## src/rtl/ptmr_pkg.sv

```systemverilog
package ptmr_pkg;
  localparam int ADDR_W = 3;

  localparam logic [ADDR_W-1:0] ADR_CLK = 3'd0;
  localparam logic [ADDR_W-1:0] ADR_CTL = 3'd1;
  localparam logic [ADDR_W-1:0] ADR_IVL = 3'd2;
  localparam logic [ADDR_W-1:0] ADR_MAT = 3'd3;
  localparam logic [ADDR_W-1:0] ADR_IER = 3'd4;
  localparam logic [ADDR_W-1:0] ADR_ISR = 3'd5;
  localparam logic [ADDR_W-1:0] ADR_CNT = 3'd6;

  // control word bit positions
  localparam int CTL_RST = 4;

  typedef struct packed {
    logic wdis;   // bit 3: waveform pin disabled
    logic men;    // bit 2: compare enable
    logic ivl;    // bit 1: interval mode
    logic dis;    // bit 0: halt
  } ctl_t;
endpackage

```

## src/rtl/ptmr_prescale.sv

```systemverilog
module ptmr_prescale #(
  parameter int PS_W = 4
) (
  input  logic            clk_i,
  input  logic            rst_ni,
  input  logic            run_i,
  input  logic            clr_i,
  input  logic            ps_en_i,
  input  logic [PS_W-1:0] ps_val_i,
  output logic            tick_o
);
  localparam int DIV_W = 2 ** PS_W;

  logic [DIV_W-1:0] pre_q, pre_d, limit;
  logic             at_limit;

  // terminal count 2^(N+1)-1 as a right-shifted all-ones mask
  assign limit    = {DIV_W{1'b1}} >> (DIV_W - 1 - int'(ps_val_i));
  assign at_limit = (pre_q == limit);
  assign tick_o   = run_i & (~ps_en_i | at_limit);

  always_comb begin
    pre_d = pre_q;
    if (clr_i || !ps_en_i) begin
      pre_d = '0;
    end else if (run_i) begin
      pre_d = at_limit ? '0 : pre_q + 1'b1;
    end
  end

  always_ff @(posedge clk_i or negedge rst_ni) begin
    if (!rst_ni) pre_q <= '0;
    else         pre_q <= pre_d;
  end
endmodule

```

## src/rtl/ptmr_counter.sv

```systemverilog
module ptmr_counter #(
  parameter int CNT_W = 16
) (
  input  logic             clk_i,
  input  logic             rst_ni,
  input  logic             tick_i,
  input  logic             clr_i,
  input  logic             ivl_mode_i,
  input  logic             cmp_en_i,
  input  logic [CNT_W-1:0] limit_i,
  input  logic [CNT_W-1:0] cmp_i,
  output logic [CNT_W-1:0] cnt_o,
  output logic             wave_o,
  output logic             wrap_o
);
  logic [CNT_W-1:0] cnt_q, cnt_d, cnt_inc, cnt_step;
  logic             wave_q, wave_d, hit;

  assign cnt_inc  = cnt_q + 1'b1;
  assign wrap_o   = tick_i & ivl_mode_i & (cnt_inc == limit_i);
  assign cnt_step = wrap_o ? '0 : cnt_inc;
  assign hit      = tick_i & cmp_en_i & (cnt_step == cmp_i);

  always_comb begin
    cnt_d  = cnt_q;
    wave_d = wave_q;
    if (clr_i) begin
      cnt_d  = '0;
      wave_d = 1'b0;
    end else if (tick_i) begin
      cnt_d  = cnt_step;
      wave_d = wave_q ^ (wrap_o ^ hit);
    end
  end

  always_ff @(posedge clk_i or negedge rst_ni) begin
    if (!rst_ni) begin
      cnt_q  <= '0;
      wave_q <= 1'b0;
    end else begin
      cnt_q  <= cnt_d;
      wave_q <= wave_d;
    end
  end

  assign cnt_o  = cnt_q;
  assign wave_o = wave_q;
endmodule

```

## src/rtl/ptmr_regs.sv

```systemverilog
module ptmr_regs
  import ptmr_pkg::*;
#(
  parameter int CNT_W = 16,
  parameter int PS_W  = 4
) (
  input  logic              clk_i,
  input  logic              rst_ni,
  input  logic              sel_i,
  input  logic              wr_i,
  input  logic [ADDR_W-1:0] addr_i,
  input  logic [CNT_W-1:0]  wdata_i,
  output logic [CNT_W-1:0]  rdata_o,
  input  logic              wrap_i,
  input  logic [CNT_W-1:0]  cnt_i,
  output ctl_t              ctl_o,
  output logic              ps_en_o,
  output logic [PS_W-1:0]   ps_val_o,
  output logic [CNT_W-1:0]  limit_o,
  output logic [CNT_W-1:0]  cmp_o,
  output logic              cnt_rst_o,
  output logic              ier_o,
  output logic              isr_o,
  output logic              irq_o
);
  localparam int CTL_W = $bits(ctl_t);

  ctl_t             ctl_q, ctl_d;
  logic             ps_en_q, ps_en_d, rst_q, rst_d;
  logic [PS_W-1:0]  ps_val_q, ps_val_d;
  logic [CNT_W-1:0] lim_q, lim_d, cmp_q, cmp_d;
  logic             ier_q, ier_d, isr_q, isr_d;
  logic             we, we_clk, we_ctl, we_lim, we_cmp, we_ier, we_isr;

  assign we     = sel_i & wr_i;
  assign we_clk = we & (addr_i == ADR_CLK);
  assign we_ctl = we & (addr_i == ADR_CTL);
  assign we_lim = we & (addr_i == ADR_IVL);
  assign we_cmp = we & (addr_i == ADR_MAT);
  assign we_ier = we & (addr_i == ADR_IER);
  assign we_isr = we & (addr_i == ADR_ISR);

  always_comb begin
    ps_val_d = we_clk ? wdata_i[PS_W-1:0] : ps_val_q;
    ps_en_d  = we_clk ? wdata_i[PS_W]     : ps_en_q;
    ctl_d    = we_ctl ? ctl_t'(wdata_i[CTL_W-1:0]) : ctl_q;
    rst_d    = we_ctl & wdata_i[CTL_RST];
    lim_d    = we_lim ? wdata_i : lim_q;
    cmp_d    = we_cmp ? wdata_i : cmp_q;
    ier_d    = we_ier ? wdata_i[0] : ier_q;
    // acknowledge by writing one; a fresh event takes priority
    isr_d    = (isr_q & ~(we_isr & wdata_i[0])) | (wrap_i & ier_q);
  end

  always_ff @(posedge clk_i or negedge rst_ni) begin
    if (!rst_ni) begin
      ctl_q    <= '{wdis: 1'b0, men: 1'b0, ivl: 1'b0, dis: 1'b1};
      ps_en_q  <= 1'b0;
      ps_val_q <= '0;
      rst_q    <= 1'b0;
      lim_q    <= '0;
      cmp_q    <= '0;
      ier_q    <= 1'b0;
      isr_q    <= 1'b0;
    end else begin
      ctl_q    <= ctl_d;
      ps_en_q  <= ps_en_d;
      ps_val_q <= ps_val_d;
      rst_q    <= rst_d;
      lim_q    <= lim_d;
      cmp_q    <= cmp_d;
      ier_q    <= ier_d;
      isr_q    <= isr_d;
    end
  end

  always_comb begin
    rdata_o = '0;
    unique case (addr_i)
      ADR_CLK: rdata_o[PS_W:0]    = {ps_en_q, ps_val_q};
      ADR_CTL: rdata_o[CTL_W-1:0] = ctl_q;
      ADR_IVL: rdata_o            = lim_q;
      ADR_MAT: rdata_o            = cmp_q;
      ADR_IER: rdata_o[0]         = ier_q;
      ADR_ISR: rdata_o[0]         = isr_q;
      ADR_CNT: rdata_o            = cnt_i;
      default: rdata_o            = '0;
    endcase
  end

  assign ctl_o     = ctl_q;
  assign ps_en_o   = ps_en_q;
  assign ps_val_o  = ps_val_q;
  assign limit_o   = lim_q;
  assign cmp_o     = cmp_q;
  assign cnt_rst_o = rst_q;
  assign ier_o     = ier_q;
  assign isr_o     = isr_q;
  assign irq_o     = isr_q & ier_q;
endmodule

```

## src/rtl/ptmr_top.sv

```systemverilog
module ptmr_top
  import ptmr_pkg::*;
#(
  parameter int CNT_W = 16,
  parameter int PS_W  = 4
) (
  input  logic              clk_i,
  input  logic              rst_ni,
  input  logic              bus_sel_i,
  input  logic              bus_wr_i,
  input  logic [ADDR_W-1:0] bus_addr_i,
  input  logic [CNT_W-1:0]  bus_wdata_i,
  output logic [CNT_W-1:0]  bus_rdata_o,
  output logic              wave_o,
  output logic              irq_o
);
  ctl_t             ctl;
  logic             ps_en, tick, cnt_rst, wrap, wave_raw, ier_q, isr_q;
  logic [PS_W-1:0]  ps_val;
  logic [CNT_W-1:0] limit, cmp, cnt_q;

  ptmr_regs #(.CNT_W(CNT_W), .PS_W(PS_W)) u_regs (
    .clk_i    (clk_i),
    .rst_ni   (rst_ni),
    .sel_i    (bus_sel_i),
    .wr_i     (bus_wr_i),
    .addr_i   (bus_addr_i),
    .wdata_i  (bus_wdata_i),
    .rdata_o  (bus_rdata_o),
    .wrap_i   (wrap),
    .cnt_i    (cnt_q),
    .ctl_o    (ctl),
    .ps_en_o  (ps_en),
    .ps_val_o (ps_val),
    .limit_o  (limit),
    .cmp_o    (cmp),
    .cnt_rst_o(cnt_rst),
    .ier_o    (ier_q),
    .isr_o    (isr_q),
    .irq_o    (irq_o)
  );

  ptmr_prescale #(.PS_W(PS_W)) u_pre (
    .clk_i   (clk_i),
    .rst_ni  (rst_ni),
    .run_i   (~ctl.dis),
    .clr_i   (cnt_rst),
    .ps_en_i (ps_en),
    .ps_val_i(ps_val),
    .tick_o  (tick)
  );

  ptmr_counter #(.CNT_W(CNT_W)) u_cnt (
    .clk_i     (clk_i),
    .rst_ni    (rst_ni),
    .tick_i    (tick),
    .clr_i     (cnt_rst),
    .ivl_mode_i(ctl.ivl),
    .cmp_en_i  (ctl.men),
    .limit_i   (limit),
    .cmp_i     (cmp),
    .cnt_o     (cnt_q),
    .wave_o    (wave_raw),
    .wrap_o    (wrap)
  );

  assign wave_o = wave_raw & ~ctl.wdis;
endmodule

```

## config.mk

```make
export PLATFORM = sky130hd
export DESIGN_NAME = ptmr_top
export DESIGN_NICKNAME = d
export VERILOG_FILES = /design/src/rtl/ptmr_pkg.sv /design/src/rtl/ptmr_prescale.sv /design/src/rtl/ptmr_counter.sv /design/src/rtl/ptmr_regs.sv /design/src/rtl/ptmr_top.sv
export SDC_FILE = /design/constraint.sdc
export NUM_CORES = 1
export LEC_CHECK = 0
export CAP_MARGIN = 40
export CORE_MARGIN = 1
export CORE_UTILIZATION = 60
export CTS_BUF_LIST = sky130_fd_sc_hd__clkbuf_2 sky130_fd_sc_hd__clkbuf_4 sky130_fd_sc_hd__clkbuf_8
export DETAILED_ROUTE_END_ITERATION = 16
export GPL_ROUTABILITY_DRIVEN = 0
export GPL_TIMING_DRIVEN = 0
export PLACE_DENSITY_LB_ADDON = 0.12
export SYNTH_ARGS = -nofsm -noshare
export SYNTH_HDL_FRONTEND = slang
export SYNTH_SLANG_ARGS = --single-unit
```

## constraint.sdc

```tcl
create_clock -name clk_i -period 3.6 [get_ports clk_i]
set_input_delay 0.72 -clock clk_i [delete_from_list [all_inputs] [get_ports clk_i]]
set_output_delay 0.72 -clock clk_i [all_outputs]
set_load 0.02 [all_outputs]
```

==> results of run 1 <==
-- cell families (layout without fill, tap and decap cells) --
family	count (synthesis)	in the layout	synth area share
buffers and inverters	51	110	0.0415
AND/OR/NAND/NOR	264	264	0.264
AO/OA/AOI/OAI	153	153	0.167
adder cells (fa/ha/maj)	2	2	0.00443
multiplexers	57	57	0.112
XOR/XNOR	37	37	0.0696
flip-flops	77	77	0.342
-- worst max path at each step --
stage / startpoint / end / slack, ps / cells past startpoint
finish: bus_addr_i[2] / bus_rdata_o[14] / 70 / 8
global route: u_cnt.cnt_o[1] / u_cnt.wave_o / -40 / 13
CTS: bus_addr_i[2] / bus_rdata_o[2] / 40 / 7
detailed placement: bus_addr_i[2] / bus_rdata_o[3] / -190 / 7
global placement: rst_ni / u_regs.cmp_o[6] / -860 / 1
floorplan: u_cnt.cnt_o[1] / u_cnt.cnt_o[14] / 550 / 13
-- synthesized netlist by cell type, drive strengths merged (5+ instances only) --
cell type | instances | area share
nand3 | 28 | 0.029
mux2i | 18 | 0.032
o2111ai | 6 | 0.0093
nand2b | 6 | 0.0067
dfrtp | 76 | 0.34
or4 | 5 | 0.0073
o22ai | 5 | 0.0055
and3 | 18 | 0.020
o21ai | 80 | 0.073
nor4 | 12 | 0.025
nand4 | 13 | 0.018
nand2 | 74 | 0.050
a21oi | 21 | 0.019
nor2b | 12 | 0.013
and2 | 16 | 0.018
inv | 9 | 0.0060
clkbuf | 23 | 0.015
xnor2 | 24 | 0.037
o211ai | 6 | 0.0089
xnor3 | 5 | 0.020
nor2 | 42 | 0.028
mux2 | 38 | 0.076
nor3 | 12 | 0.012
xor2 | 8 | 0.012
buf | 19 | 0.020
-- final cells by class --
type                            instances  area (µm²)  share of cell area
Inverter                                9        33.8             0.00519
Clock inverter                          6        93.8              0.0144
Sequential cell                        77        1930               0.297
Clock buffer                           10         138              0.0212
Buffer                                 42         211              0.0325
Timing Repair Buffer                   43         445              0.0685
Tap cell                              111         139              0.0214
Multi-Input combinational cell        513        3510               0.540
-- flip-flops by register name, indices dropped and copies added (netlist names) --
| name | flops |
|---|---|
| u_regs.limit_o | 16 |
| u_regs.ier_o | 1 |
| u_regs.ctl_o | 4 |
| u_regs.cnt_rst_o | 1 |
| u_regs.isr_o | 1 |
| u_cnt.wave_o | 1 |
| u_pre.pre_q | 16 |
| u_regs.cmp_o | 16 |
| u_regs.ps_en_o | 1 |
| u_regs.ps_val_o | 4 |
| u_cnt.cnt_o | 16 |
-- metal layers --
| layer | track usage | up-vias | share of wire |
|---|---|---|---|
| li1 | - | 2445 | - |
| met1 | 0.489 | 2629 | 0.42 |
| met2 | 0.546 | 357 | 0.46 |
| met3 | 0.0567 | 55 | 0.093 |
| met4 | 0.155 | 0 | 0.031 |
| met5 | 0 | - | 0 |
-- power groups by stage --
stage	clock network (W)	logic, W	registers (W)
floorplan	0	0.000908	0.00115
global placement	0	0.00117	0.00122
detailed placement	0	0.00122	0.00123
CTS	0.000773	0.00123	0.00122
global route	0.000815	0.00138	0.00125
finish	0.000768	0.00128	0.00123
-- repair_timing --
| item | CTS | global route |
|---|---|---|
| buffers inserted | 0 | 2 |
| pin swaps | 0 | 1 |
| gates cloned | 0 | 0 |
| gates resized for setup | 5 | 15 |
| setup endpoints to repair | 19 | 22 |
-- metrics by stage --
step	util	setup slack [ps]	TNS [ps]	std cells	hold slack, ps
2_1_floorplan	-	547	0	641	424
3_3_place_gp	0.671	-864	-66490	791	514
3_5_place_dp	0.675	-192	-1720	793	518
4_1_cts	0.701	40.2	0	809	314
5_1_grt	0.707	-41.7	-41.7	811	319
6_report	0.707	65.9	0	811	296
==> flow_summary.ini, run 1 <==
[status]
status = finished, final reports clean

[worst_hold_path]
holdCritPathClass = input pin to asynchronous set/reset pin

[cells_and_area]
most-common-layout-cells = 75 x dfrtp_1, 71 x nand2_1, 71 x o21ai_0
fin_area_um2 = 6500
filler_cell_count = 766
diodes = 0
drive_gt1_frac = 0.157
area_growth_pct = 15.3
nNetsFinal = 720
final_common_cell = dfrtp_1

[route]
routedWlPerCell_um = 20.4
drtAntennaViolNets = 0
wl_um = 16600
detail_route.vias_per_cell = 6.76
vias = 5486
drt-initial-drc-count = 491
dr.pass1.iters = 5
drc = 0

[setup_path]
crit_buf_inv = 4
crit_type = input pin to primary output
path_cells = clkdlybuf4s50_1, nor2b_1, clkbuf_2, clkbuf_2, nand2_1, o21ai_0, and2_1, clkdlybuf4s50_1
r2r_start = u_cnt.cnt_o[1]
reg2reg_slack_ps = 120
critPathRequiredTime_ps = 2880
cp-start-kind = input pin
cp_max_fo = 10
ff2ff_path_depth = 12
max_stage_delay_ps = 610
critical-path-top-delay-family = buffers and inverters
worst_setup_path_end_kind = primary output
slowest_stage = clkdlybuf4s50_1
cp.arrival_ps = 2810
r2r-end = u_cnt.wave_o

[floorplanning]
die_area_um2 = 9800
core_um2 = 9200
die_x_um = 99.0
fp.dieH_um = 99.0
io-pin-count = 41
start_util = 0.614
rows = 35

[grt]
grt_pass1_vias = 5212
grt_pass1_wl_um = 26800
antenna_found_initial = 0
grt_max_degree = 47
globalRouteTotalUtil = 0.353
overflow = 0

[synth]
ys_ff_latch = 77
ys.flop_type = dfrtp_1
synthCells = 641
async_flop_share = 1.00
synthesis.nets = 666
ys_warn_count = 0
synth.avg_cell_area_um2 = 8.80
ys_seq_area_frac = 0.342
synth_cell_types = 75
synth_edf_count = 0
syn-cell-area_um2 = 5640

[power_and_ir_drop]
p_leak_nw = 2.72
p_clk_frac = 0.234
switching_power_w = 0.00129
p_comb_frac = 0.390
power_frac_seq = 0.376
p_int_w = 0.00199
p_total_w = 0.00328
ir_drop_mv = 0.339
pwr_density_cell_nw_per_um2 = 503
p_sw_frac = 0.393

[cts]
cts_htree_levels = 3
clk_path_buf_depth = 2
cts_buffers = 9
cts.reportedPaths.clkPinSlew_ps = 90
cts-root-buf = clkbuf_8
cts_tree = yes
clock-sinks = 77
worstSkewPairLatency_ps = 360
ctsHoldBuffers = 0

[timing]
skew_ps = 12.9
fin_crit_ps = 3530
max-slew-margin-rel = 0.508
finalCritPeriodShare = 0.982
tightestPinTransition_ps = 736
setup_viol = 0
final_hold_viol_count = 0
max_freq_ghz = 0.283
rsz0062_at_grt = true
drv_slew = 0

[place]
placed_area_um2 = 6200
place_hpwl_um = 12100
port_buffers = 39

[job]
maxCapViolCount = 0
Note: power is estimated with default switching activity, not from simulation.
==> inputs of run 2 (changes only) <==
--- a/config.mk
+++ b/config.mk
@@ -10,9 +10,11 @@
 export CORE_UTILIZATION = 60
 export CTS_BUF_LIST = sky130_fd_sc_hd__clkbuf_2 sky130_fd_sc_hd__clkbuf_4 sky130_fd_sc_hd__clkbuf_8
 export DETAILED_ROUTE_END_ITERATION = 16
+export DONT_BUFFER_PORTS = 1
 export GPL_ROUTABILITY_DRIVEN = 0
 export GPL_TIMING_DRIVEN = 0
-export PLACE_DENSITY_LB_ADDON = 0.12
+export PLACE_DENSITY = 0.76
+export SETUP_SLACK_MARGIN = 0.3
 export SYNTH_ARGS = -nofsm -noshare
 export SYNTH_HDL_FRONTEND = slang
 export SYNTH_SLANG_ARGS = --single-unit
==> run 2 against run 1 <==
Against the previous run:
- worst setup slack improved by 260 ps
- largest cell class unchanged
- die area unchanged
- critical path depth increased by 3
- combinational power decreased by 4%
- maximum frequency increased by 8.1%
- sequential cell count unchanged
- power decreased by 3.9%
==> flow_summary.ini, run 2 (synthesized netlist as in run 1, its figures left out) <==
[floorplanning]
start_util = 0.614
io-pin-count = 41
die_x_um = 99.0
die_area_um2 = 9800
fp.dieH_um = 99.0
rows = 35
core_um2 = 9200

[route]
dr.pass1.iters = 5
wl_um = 16000
detail_route.vias_per_cell = 6.74
drt-initial-drc-count = 686
drtAntennaViolNets = 0
routedWlPerCell_um = 20.4
drc = 0
vias = 5266

[timing]
max-slew-margin-rel = 0.467
fin_crit_ps = 3270
setup_slack_ps = 329
max_freq_ghz = 0.306
setup_viol = 0
tightestPinTransition_ps = 792
setup_tns_ps = 0
finalCritPeriodShare = 0.909
final_hold_viol_count = 0
drv_slew = 0
skew_ps = 17.0
rsz0062_at_grt = true

[setup_path]
critPathCapture = u_cnt.wave_o
worst_setup_path_end_kind = flip-flop
cp_max_fo = 9
worstSetupStartpoint = u_cnt.cnt_o[11]
r2r_start = u_cnt.cnt_o[11]
crit_type = flip-flop to flip-flop
cp.arrival_ps = 3550
ff2ff_path_depth = 11
critPathRequiredTime_ps = 3880
r2r-end = u_cnt.wave_o
cp-start-kind = flip-flop
reg2reg_slack_ps = 330

[grt]
grt_pass1_vias = 4759
globalRouteTotalUtil = 0.332
grt_pass1_wl_um = 25200
antenna_found_initial = 0
grt_max_degree = 78
overflow = 0

[cts]
cts.reportedPaths.clkPinSlew_ps = 100
clk_path_buf_depth = 2
cts_htree_levels = 3
clock-sinks = 77
cts_tree = yes
cts_buffers = 9
worstSkewPairLatency_ps = 370
cts-root-buf = clkbuf_8

[status]
status = finished, final reports clean

[power_and_ir_drop]
p_leak_nw = 2.57
ir_drop_mv = 0.405
pwr_density_cell_nw_per_um2 = 509
p_total_w = 0.00315

[place]
placed_area_um2 = 5790
port_buffers = 0
pre_cts_slack_ps = -204
place_hpwl_um = 11700
dp_cells = 753

[cells_and_area]
fin_area_um2 = 6190
diodes = 0
most-common-layout-cells = 75 x dfrtp_1, 71 x nand2_1, 69 x o21ai_0
final_common_cell = dfrtp_1
final_cells = 781
drive_gt1_frac = 0.181
nNetsFinal = 690
area_growth_pct = 9.62

[worst_hold_path]
holdCritPathClass = input pin to asynchronous set/reset pin

[job]
maxCapViolCount = 0
[run 2: changes by cell type in the layout (fill, tap and decap cells not counted), sizes merged]
| cell | previous run | this run |
|---|---|---|
| buf | 22 | 31 |
| clkbuf | 35 | 32 |
| inv | 10 | 13 |
| dlymetal6s2s | 3 | 0 |
| clkdlybuf4s50 | 35 | 0 |
| bufinv | 2 | 1 |
| clkinv | 2 | 1 |
| nand3 | 28 | 29 |
[run 2: layout make-up]
| cell class | count | area, µm² |
|---|---|---|
| multi-input cells | 514 | 3580 |
| fillers | 733 | 3010 |
| flip-flops and latches | 77 | 1930 |
| plain buffers | 42 | 209 |
| well taps | 111 | 139 |
| clock buffers | 9 | 124 |
| repair buffers | 12 | 90.1 |
| clock inverters | 7 | 80.1 |
| inverters | 9 | 33.8 |
[run 2: routing by layer]
metal / vias up / routed length (µm) / GRT usage
met5: - / 0 / 0
met4: 0 / 514 / 0.123
met3: 51 / 1540 / 0.0823
met2: 294 / 7040 / 0.485
met1: 2538 / 6860 / 0.476
li1: 2383 / - / -
[run 2: worst min-delay path by stage]
stage / from / endpoint / slack, ps / cells after the start
after global placement: rst_ni / u_pre.pre_q[6] / 430 / 0
after detailed placement: rst_ni / u_pre.pre_q[6] / 430 / 0
after global routing: rst_ni / u_pre.pre_q[7] / 20 / 0
after CTS: rst_ni / u_pre.pre_q[6] / 20 / 0
final: rst_ni / u_pre.pre_q[7] / 20 / 0
after floorplan: rst_ni / u_cnt.cnt_o[0] / 420 / 0
[run 2: timing repair]
| item | in CTS | in global routing |
|---|---|---|
| setup endpoints to repair | 16 | 16 |
| gates cloned | 0 | 1 |
| pin swaps | 1 | 8 |
| endpoints found under the hold margin | 0 | 0 |
| gates resized for setup | 7 | 24 |
| hold buffers | 0 | 0 |
| buffers inserted | 2 | 9 |
[run 2: report_power, final]
| group | internal (W) | total (W) | switching (W) | leakage [nW] |
|---|---|---|---|---|
| clock | 0.000331 | 0.000701 | 0.000370 | 0.103 |
| combinational | 0.000514 | 0.00123 | 0.000717 | 1.49 |
| sequential | 0.00101 | 0.00121 | 0.000201 | 0.985 |
| total | 0.00186 | 0.00315 | 0.00129 | 2.57 |
[run 2: critical path, cell delays in order (launching register included)]
cell,delay (ps)
dfrtp_1,320
buf_2,240
nand4_1,270
nor4_4,500
xnor3_1,300
nand4_2,160
nor4_4,340
nand3_2,190
a211oi_1,260
a21oi_1,120
a2111o_1,410
o2111ai_1,90
[run 2: per-stage QoR]
stage / hold WS, ps / util
6_report: 24.0 / 0.673
5_1_grt: 18.4 / 0.673
4_1_cts: 19.3 / 0.657
3_5_place_dp: 426 / 0.630
3_3_place_gp: 426 / 0.629
2_1_floorplan: 424 / -
